<file path="config.mk">
export PLATFORM = sky130hd
export DESIGN_NAME = casc_counter
export DESIGN_NICKNAME = d
export VERILOG_FILES = /design/src/rtl/ctr_pkg.sv /design/src/rtl/ctr_term_detect.sv /design/src/rtl/ctr_ctl_decode.sv /design/src/rtl/ctr_stage.sv /design/src/rtl/casc_counter.sv
export SDC_FILE = /design/constraint.sdc
export NUM_CORES = 1
export LEC_CHECK = 0
export BUFFER_PORTS_ARGS = -buffer_cell sky130_fd_sc_hd__buf_2
export CAP_MARGIN = 20
export CORE_AREA = 2 2 39 41
export CTS_CLUSTER_SIZE = 30
export DETAILED_ROUTE_END_ITERATION = 7
export DIE_AREA = 0 0 41 43
export PLACE_DENSITY = 0.73
export SLEW_MARGIN = 20
export SYNTH_ARGS = -nofsm -noshare
export SYNTH_HDL_FRONTEND = slang
export SYNTH_SLANG_ARGS = --single-unit
</file>
<file path="constraint.sdc">
create_clock -name clk -period 1.52 [get_ports clk]
set_input_delay 0.152 -clock clk [delete_from_list [all_inputs] [get_ports clk]]
set_output_delay 0.152 -clock clk [all_outputs]
set_load 0.02 [all_outputs]
</file>
<file path="src/rtl/ctr_pkg.sv">
`timescale 1ns/1ps
package ctr_pkg;

    // Per-edge operation chosen by a slice, highest priority first in pick_op
    typedef enum logic [2:0] {
        OP_HOLD,
        OP_COUNT,
        OP_WRAP,
        OP_LOAD,
        OP_CLEAR
    } stage_op_e;

    // Control shared by all slices of one counter
    typedef struct packed {
        logic load;   // preset requested
        logic cnt;    // shared count enable
        logic wrap;   // modulus terminal reached while counting
    } stage_ctl_t;

    function automatic stage_op_e pick_op(input logic clr, input stage_ctl_t c,
                                          input logic t_in);
        if (clr)            return OP_CLEAR;
        if (c.load)         return OP_LOAD;
        if (c.wrap)         return OP_WRAP;
        if (c.cnt && t_in)  return OP_COUNT;
        return OP_HOLD;
    endfunction

    // Terminal value: modulus minus one, or all ones when no modulus is set
    function automatic logic [31:0] term_of(input int unsigned w, input int unsigned m);
        if (m != 0)
            return 32'(m - 1);
        if (w >= 32)
            return '1;
        return (32'd1 << w) - 32'd1;
    endfunction

endpackage

</file>
<file path="src/rtl/ctr_term_detect.sv">
`timescale 1ns/1ps
module ctr_term_detect
    import ctr_pkg::*;
#(
    parameter int unsigned W         = 8,
    parameter int unsigned MOD_LIMIT = 0
) (
    input  logic [W-1:0] q,
    output logic         at_term
);
    localparam logic [W-1:0] TERM = W'(term_of(W, MOD_LIMIT));

    assign at_term = (q == TERM);
endmodule

</file>
<file path="src/rtl/ctr_ctl_decode.sv">
`timescale 1ns/1ps
module ctr_ctl_decode
    import ctr_pkg::*;
#(
    parameter int unsigned MOD_LIMIT = 0
) (
    input  logic       preset_n,
    input  logic       cnt_en,
    input  logic       chain_en,
    input  logic       at_term,
    output stage_ctl_t ctl
);
    localparam bit HAS_MOD = (MOD_LIMIT != 0);

    always_comb begin
        ctl.load = ~preset_n;
        ctl.cnt  = cnt_en;
        ctl.wrap = HAS_MOD && at_term && cnt_en && chain_en;
    end
endmodule

</file>
<file path="src/rtl/ctr_stage.sv">
`timescale 1ns/1ps
module ctr_stage
    import ctr_pkg::*;
#(
    parameter int unsigned SW        = 4,
    parameter bit          ASYNC_CLR = 1'b0
) (
    input  logic          clk,
    input  logic          rst,
    input  logic          clear_n,
    input  stage_ctl_t    ctl,
    input  logic          t_in,
    input  logic [SW-1:0] d,
    output logic [SW-1:0] q,
    output logic          rc
);
    logic          sync_clr;
    stage_op_e     op;
    logic [SW-1:0] nxt;

    // In the asynchronous build clear acts through the flop's reset path
    assign sync_clr = ASYNC_CLR ? 1'b0 : ~clear_n;
    assign op       = pick_op(sync_clr, ctl, t_in);

    always_comb begin
        unique case (op)
            OP_CLEAR, OP_WRAP: nxt = '0;
            OP_LOAD:           nxt = d;
            OP_COUNT:          nxt = q + SW'(1);
            default:           nxt = q;
        endcase
    end

    generate
        if (ASYNC_CLR) begin : g_aclr
            always_ff @(posedge clk or negedge clear_n) begin
                if (!clear_n)  q <= '0;
                else if (rst)  q <= '0;
                else           q <= nxt;
            end
        end else begin : g_sclr
            always_ff @(posedge clk) begin
                if (rst) q <= '0;
                else     q <= nxt;
            end
        end
    endgenerate

    // Lookahead carry: combinational from state and chain enable
    assign rc = t_in & (&q);
endmodule

</file>
<file path="src/rtl/casc_counter.sv">
`timescale 1ns/1ps
module casc_counter
    import ctr_pkg::*;
#(
    parameter int unsigned STAGE_W    = 4,
    parameter int unsigned NUM_STAGES = 2,
    parameter bit          ASYNC_CLR  = 1'b0,
    parameter int unsigned MOD_LIMIT  = 0
) (
    input  logic                          clk,
    input  logic                          rst,
    input  logic                          clear_n,
    input  logic                          preset_n,
    input  logic                          cnt_en,
    input  logic                          chain_en,
    input  logic [STAGE_W*NUM_STAGES-1:0] data_in,
    output logic [STAGE_W*NUM_STAGES-1:0] value,
    output logic                          carry_out
);
    localparam int unsigned CW = STAGE_W * NUM_STAGES;

    logic              at_term;
    stage_ctl_t        ctl;
    logic [NUM_STAGES:0] t_chain;

    ctr_term_detect #(.W(CW), .MOD_LIMIT(MOD_LIMIT)) u_term (
        .q       (value),
        .at_term (at_term)
    );

    ctr_ctl_decode #(.MOD_LIMIT(MOD_LIMIT)) u_ctl (
        .preset_n (preset_n),
        .cnt_en   (cnt_en),
        .chain_en (chain_en),
        .at_term  (at_term),
        .ctl      (ctl)
    );

    assign t_chain[0] = chain_en;

    generate
        for (genvar k = 0; k < NUM_STAGES; k++) begin : g_stage
            ctr_stage #(.SW(STAGE_W), .ASYNC_CLR(ASYNC_CLR)) u_stage (
                .clk     (clk),
                .rst     (rst),
                .clear_n (clear_n),
                .ctl     (ctl),
                .t_in    (t_chain[k]),
                .d       (data_in[k*STAGE_W +: STAGE_W]),
                .q       (value[k*STAGE_W +: STAGE_W]),
                .rc      (t_chain[k+1])
            );
        end
    endgenerate

    assign carry_out = (MOD_LIMIT == 0) ? t_chain[NUM_STAGES] : (chain_en & at_term);
endmodule

</file>
=== Yosys cells after proc, flatten, opt, wreduce, memory -nomap -nowiden ===
Index checks and enable logic that the tools add are counted.

* Add/sub/neg operators: 2
* Eq/ne operators: 8
* Muxes and demuxes: 26
* Bitwise operators: 2
* Reduce and logical (&&, ||, !) cells: 8

{| class="wikitable"
|+ Operators with widths
! cell !! count
|-
| 3-bit 2-to-1 mux || 12
|-
| 4-bit case mux with 3 select lines || 2
|-
| 3-bit by 2-bit == test with 1-bit output, second input constant || 4
|-
| 1-bit 2-to-1 mux || 12
|-
| 4-bit by 1-bit adder with 4-bit output, second input constant || 2
|-
| 4-bit AND reduction || 2
|-
| 3-bit by 1-bit == test with 1-bit output, second input constant || 2
|-
| 3-bit == test, second input constant || 2
|-
| 3-bit nonzero test || 2
|-
| 2-bit OR reduction || 2
|-
| 1-bit AND || 2
|-
| 1-bit logical AND || 2
|}

* Register bits: 8
* Bits of input ports: 14
* Output and inout bits: 9
* Word-level logic and storage cells: 48

=== Longest topological paths before layout ===
* Depth after elaboration: 14
* Depth in mapped cells: 5
* Mapped depth without buffers: 5

=== Cells and area by module ===
Synthesis repeated with hierarchy kept, for this count alone.

* Cells, all modules: 67
* Area total of the unflattened synthesis: 566.8 um2

{| class="wikitable"
|+ Modules (own cells, without submodules)
! module !! times used !! cells each !! area each (um2) !! sequential area each (um2)
|-
| ctr_stage || 2 || 30 || 264.0 || 80.1
|-
| ctr_ctl_decode || 1 || 4 || 22.5 || 0.0
|-
| ctr_term_detect || 1 || 3 || 16.3 || 0.0
|}

=== Least setup slack after synthesis ===
Ideal clock, no wire load.

* Path kind: register to register
* From: register g_stage[0].u_stage.q[0]
* To: register g_stage[1].u_stage.q[2]
* Library setup time: 91 ps
* Arrival: 1398 ps
* Data required time: 1429 ps
* Setup slack: 31 ps
* Stages on the path, launching flop included: 5
* Path buffers: 0
* Period minus slack after synthesis: 1489 ps
* Path through: dfxtp_1 -> ha_1 -> nand4_1 -> or3_1 -> a311oi_1

* Word-level cells in the longest chain between the ends: 14
* Elaborated cells on any way between the ends: 19
* Classes of those cells: 4 x eq/ne; 10 x mux; 1 x bitwise; 4 x reduce/logical

{| class="wikitable"
|+ RTL lines
! element !! RTL line !! RTL
|-
| from (decl) || ctr_stage.sv:14 || <nowiki>output logic [SW-1:0] q,</nowiki>
|-
| from (signal assigned) || ctr_stage.sv:44 || <nowiki>else q <= nxt;</nowiki>
|-
| 4-bit AND reduction (*) || ctr_stage.sv:50 || <nowiki>assign rc = t_in & (&q);</nowiki>
|-
| 1-bit AND (*) || ctr_stage.sv:50 ||
|-
| 1-bit logical AND (*) || ctr_pkg.sv:25 || <nowiki>if (c.cnt && t_in) return OP_COUNT;</nowiki>
|-
| 1-bit 2-to-1 mux (2 in series) || ctr_pkg.sv:25 ||
|-
| 1-bit 2-to-1 mux || ctr_pkg.sv:24 || <nowiki>if (c.wrap) return OP_WRAP;</nowiki>
|-
| 1-bit 2-to-1 mux || ctr_pkg.sv:23 || <nowiki>if (c.load) return OP_LOAD;</nowiki>
|-
| 3-bit 2-to-1 mux (*) || ctr_pkg.sv:26 || <nowiki>return OP_HOLD;</nowiki>
|-
| 3-bit 2-to-1 mux (*) || ctr_pkg.sv:25 ||
|-
| 3-bit 2-to-1 mux (*) || ctr_pkg.sv:24 ||
|-
| 3-bit 2-to-1 mux (*) || ctr_pkg.sv:23 ||
|-
| 3-bit == test or 3-bit by 2-bit == test with 1-bit output (tied branches) || ctr_stage.sv:26 || <nowiki>unique case (op)</nowiki>
|-
| 2-bit OR reduction || ctr_stage.sv:26 ||
|-
| 4-bit case mux with 3 select lines or 3-bit nonzero test (tied branches) || -- ||
|-
| to (signal assigned) || ctr_stage.sv:44 ||
|-
| to (decl) || ctr_stage.sv:14 ||
|}

Mark *: on every way between the ends. The rest lies on a longest branch, timed or not. The select of a mux whose other input is x is not followed.
A chain may end at the register's enable or synchronous reset.

=== Worst setup path after layout ===
* From: register g_stage[0].u_stage.q[1]
* To: output port carry_out

* Word-level cells in the longest chain between the ends: 3

{| class="wikitable"
|+ RTL lines
! element !! RTL line !! RTL
|-
| 4-bit AND reduction || ctr_stage.sv:50 ||
|-
| 1-bit AND (2 in series) || ctr_stage.sv:50 ||
|-
| to (decl) || casc_counter.sv:18 || <nowiki>output logic carry_out</nowiki>
|}

No other way between the ends.

==> results.sh <==
export IMPL_syn_num_nets=69
export IMPL_htreeDepth=1
export IMPL_fin_crit_ns=1.40
export IMPL_grt_setup_unrepaired="false"
export IMPL_hpwl_um=783
export IMPL_syn_area_um2=432
export IMPL_max_freq_ghz=0.713
export IMPL_synth_area_per_cell_um2=8.14
export IMPL_numClockSinks=8
export IMPL_die_w_um=41
export IMPL_grt_max_degree=17
export IMPL_largestRegisters="g_stage.u_stage.q: 8 flops"
export IMPL_worst_path_max_fanout=4
export IMPL_fin_nets=94
export IMPL_syn_to_final_growth_pct=34.5
export IMPL_path_clk_slew_ns=0.05
export IMPL_insertion_delay_ns=0.26
export IMPL_syn_inst=53
export IMPL_cpLargestDelayFamily="flip-flops"
export IMPL_synth_seq_area_share_pct=37.1
export IMPL_dieArea_mm2=0.00176
export IMPL_top_layer="met4"
export IMPL_crit_arrival_ns=1.25
export IMPL_period_share_pct=92.2
export IMPL_cp_required_ns=1.37
export IMPL_post_cts_resized=0
export IMPL_synth_area_leader_cell="dfxtp_1"
export IMPL_critical_path_class="register to primary output"
export IMPL_skew_ns=0.00697
export IMPL_grt_use_total_pct=12.9
export IMPL_wl_met1_um=390
export IMPL_worst_slew_pin_slew_ns=0.314
export IMPL_finalHoldViolations=0
export IMPL_p_leak_nw=0.247
export IMPL_critPathBufInv=1
export IMPL_drc=0
export IMPL_vdd_drop_max_v=0.000347
export IMPL_synth_top_area_share_pct=37.1
export IMPL_regMostFlops="g_stage.u_stage.q"
export IMPL_wl_met2_um=519
export IMPL_grt_pass1_vias=374
export IMPL_run_status="complete, no violations"
export IMPL_setup_viol=0
export IMPL_drtPass1Iterations=4
export IMPL_timing_hold_ws_ns=0.151
export IMPL_slew_viol_final=0
export IMPL_worst_path_largest_cell_delay_ns=0.37
export IMPL_max_slew_margin_pct=79.1
export IMPL_grt_antenna_before_repair=0
export IMPL_r2r_slack_ns=0.13
export IMPL_hold_path_class="input pin to register"
export IMPL_diodes=0
export IMPL_num_rows=14
export IMPL_drt_iter0_markers=1
export IMPL_cts_tree="built"
export IMPL_largest_reg_flops=8
export IMPL_holdBufCountCts=0
export IMPL_power_density_mw_per_mm2=807
export IMPL_initial_core_util_pct=31.2
export IMPL_num_vias=448
export IMPL_critPathCaptureType="primary output"
export IMPL_crit_chain="ha_2 -> nand4_1 -> nor2_1 -> buf_2"
export IMPL_synthTopCellsByArea="dfxtp_1 37%, nor2_1 7.8%, nand3_1 7.0%"
export IMPL_antenna_left=0
export IMPL_startpoint_type="register"
export IMPL_slowest_stage="dfxtp_1"
export IMPL_setup_tns_ns=0
export IMPL_synth_distinct_cells=19
export IMPL_drt_wirelength_per_cell_um=10.8
export IMPL_cts_path_max_buffers=2
export IMPL_grt_overflow=0
export IMPL_final_layout_size_suffix_gt1_share_pct=35.5
export IMPL_yosysWarnings=0
export IMPL_cts_buffers=3
export IMPL_avgViaCountPerCell=4.87
export IMPL_ys_ff_latch=8
export IMPL_wirelength_um=991
export IMPL_grt_first_pass_wirelength_um=1460
export IMPL_wl_met3_um=71
export IMPL_die_height_um=43
export IMPL_place_gp_congestion=0.785
export IMPL_clock_root_buffer="clkbuf_4"
export IMPL_ios=23
export IMPL_cts_setup_buffers=0
export IMPL_portBuffers=22
export IMPL_core_mm2=0.00138
export IMPL_n_fill_cell=147
export IMPL_maxCapViolations=0
[stage by stage]
stage	setup WS [ns]	area, um^2	power, mW	cells	util (%)
after floorplan	0.0311	432	0.276	53	-
final	0.118	581	0.468	92	42.0
after global routing	0.0199	581	0.495	92	42.0
after global placement	0.163	554	0.310	89	40.1
after CTS	0.0821	577	0.479	92	41.7
after detailed placement	0.101	554	0.312	89	40.1
[layer usage]
metal / GRT usage, % / vias to the layer above
li1: - / 241
met1: 12.2 / 192
met2: 20.6 / 13
met3: 7.85 / 2
met4: 6.00 / 0
met5: 0 / -
[Yosys cell counts]
cell type and number:
nor2_1 9, clkbuf_1 1, nand4_1 1, or3_1 1
a21oi_1 1, o211ai_1 1, nand3b_1 1, nand3_1 6
xnor2_1 3, buf_1 1, o21ai_0 2, a311oi_1 3
nor3_1 1, a211oi_1 4, nand2b_1 2, xor2_1 2
dfxtp_1 8, nand2_1 4, ha_1 2
[final cells by class]
cell class | count | area (um^2) | share of cell area, %
Clock buffer | 3 | 22.5 | 3.88
Multi-Input combinational cell | 43 | 267 | 45.9
Sequential cell | 8 | 161 | 27.8
Tap cell | 16 | 20.0 | 3.45
Timing Repair Buffer | 22 | 110 | 19.0
[cell families after synthesis]
group / share of synthesized area [%]
AND/OR/NAND/NOR: 27.0
AO/OA/AOI/OAI: 18.3
flip-flops: 37.1
XOR/XNOR: 10.1
buffers and inverters: 1.74
adder cells (fa/ha/maj): 5.80
[worst register-to-register path, delay by kind of cell, from the launching register on]
kind            cells  cell delay [ns]
flops               1             0.37
compound gates      1             0.25
simple gates        2             0.48
fa+ha+maj           1             0.21
[cell usage in the layout, fill, tap and decap left out]
cell type | netlist | layout
buf_2 | 0 | 22
nand3b_1 | 1 | 1
nand2b_1 | 2 | 2
nand2_1 | 4 | 4
a21oi_1 | 1 | 1
nand3_1 | 6 | 6
xor2_1 | 2 | 2
dfxtp_2 | 0 | 1
nand4_1 | 1 | 1
dfxtp_1 | 8 | 7
or3_1 | 1 | 1
o211ai_1 | 1 | 1
clkbuf_4 | 0 | 3
o21ai_0 | 2 | 2
a311oi_1 | 3 | 3
nor3_1 | 1 | 1
ha_2 | 0 | 1
nor2_1 | 9 | 9
a211oi_1 | 4 | 4
ha_1 | 2 | 1
xnor2_1 | 3 | 3
[worst paths after layout]
check                                        startpoint                       to  depth (start not counted)
worst min register to register  g_stage[0].u_stage.q[1]  g_stage[0].u_stage.q[1]                          2
worst min-delay path                         data_in[3]  g_stage[0].u_stage.q[3]                          3
worst max-delay path            g_stage[0].u_stage.q[1]                carry_out                          4
worst max register to register  g_stage[0].u_stage.q[1]  g_stage[1].u_stage.q[2]                          4
[where the power goes]
group / switching (mW) / internal [mW] / leakage [nW] / total [mW]
registers: 0.0104 / 0.220 / 0.0659 / 0.230
clock network: 0.0708 / 0.0902 / 0.0138 / 0.161
logic: 0.0433 / 0.0335 / 0.168 / 0.0768
total: 0.125 / 0.344 / 0.247 / 0.468
Note: power is estimated with default switching activity, not from simulation.
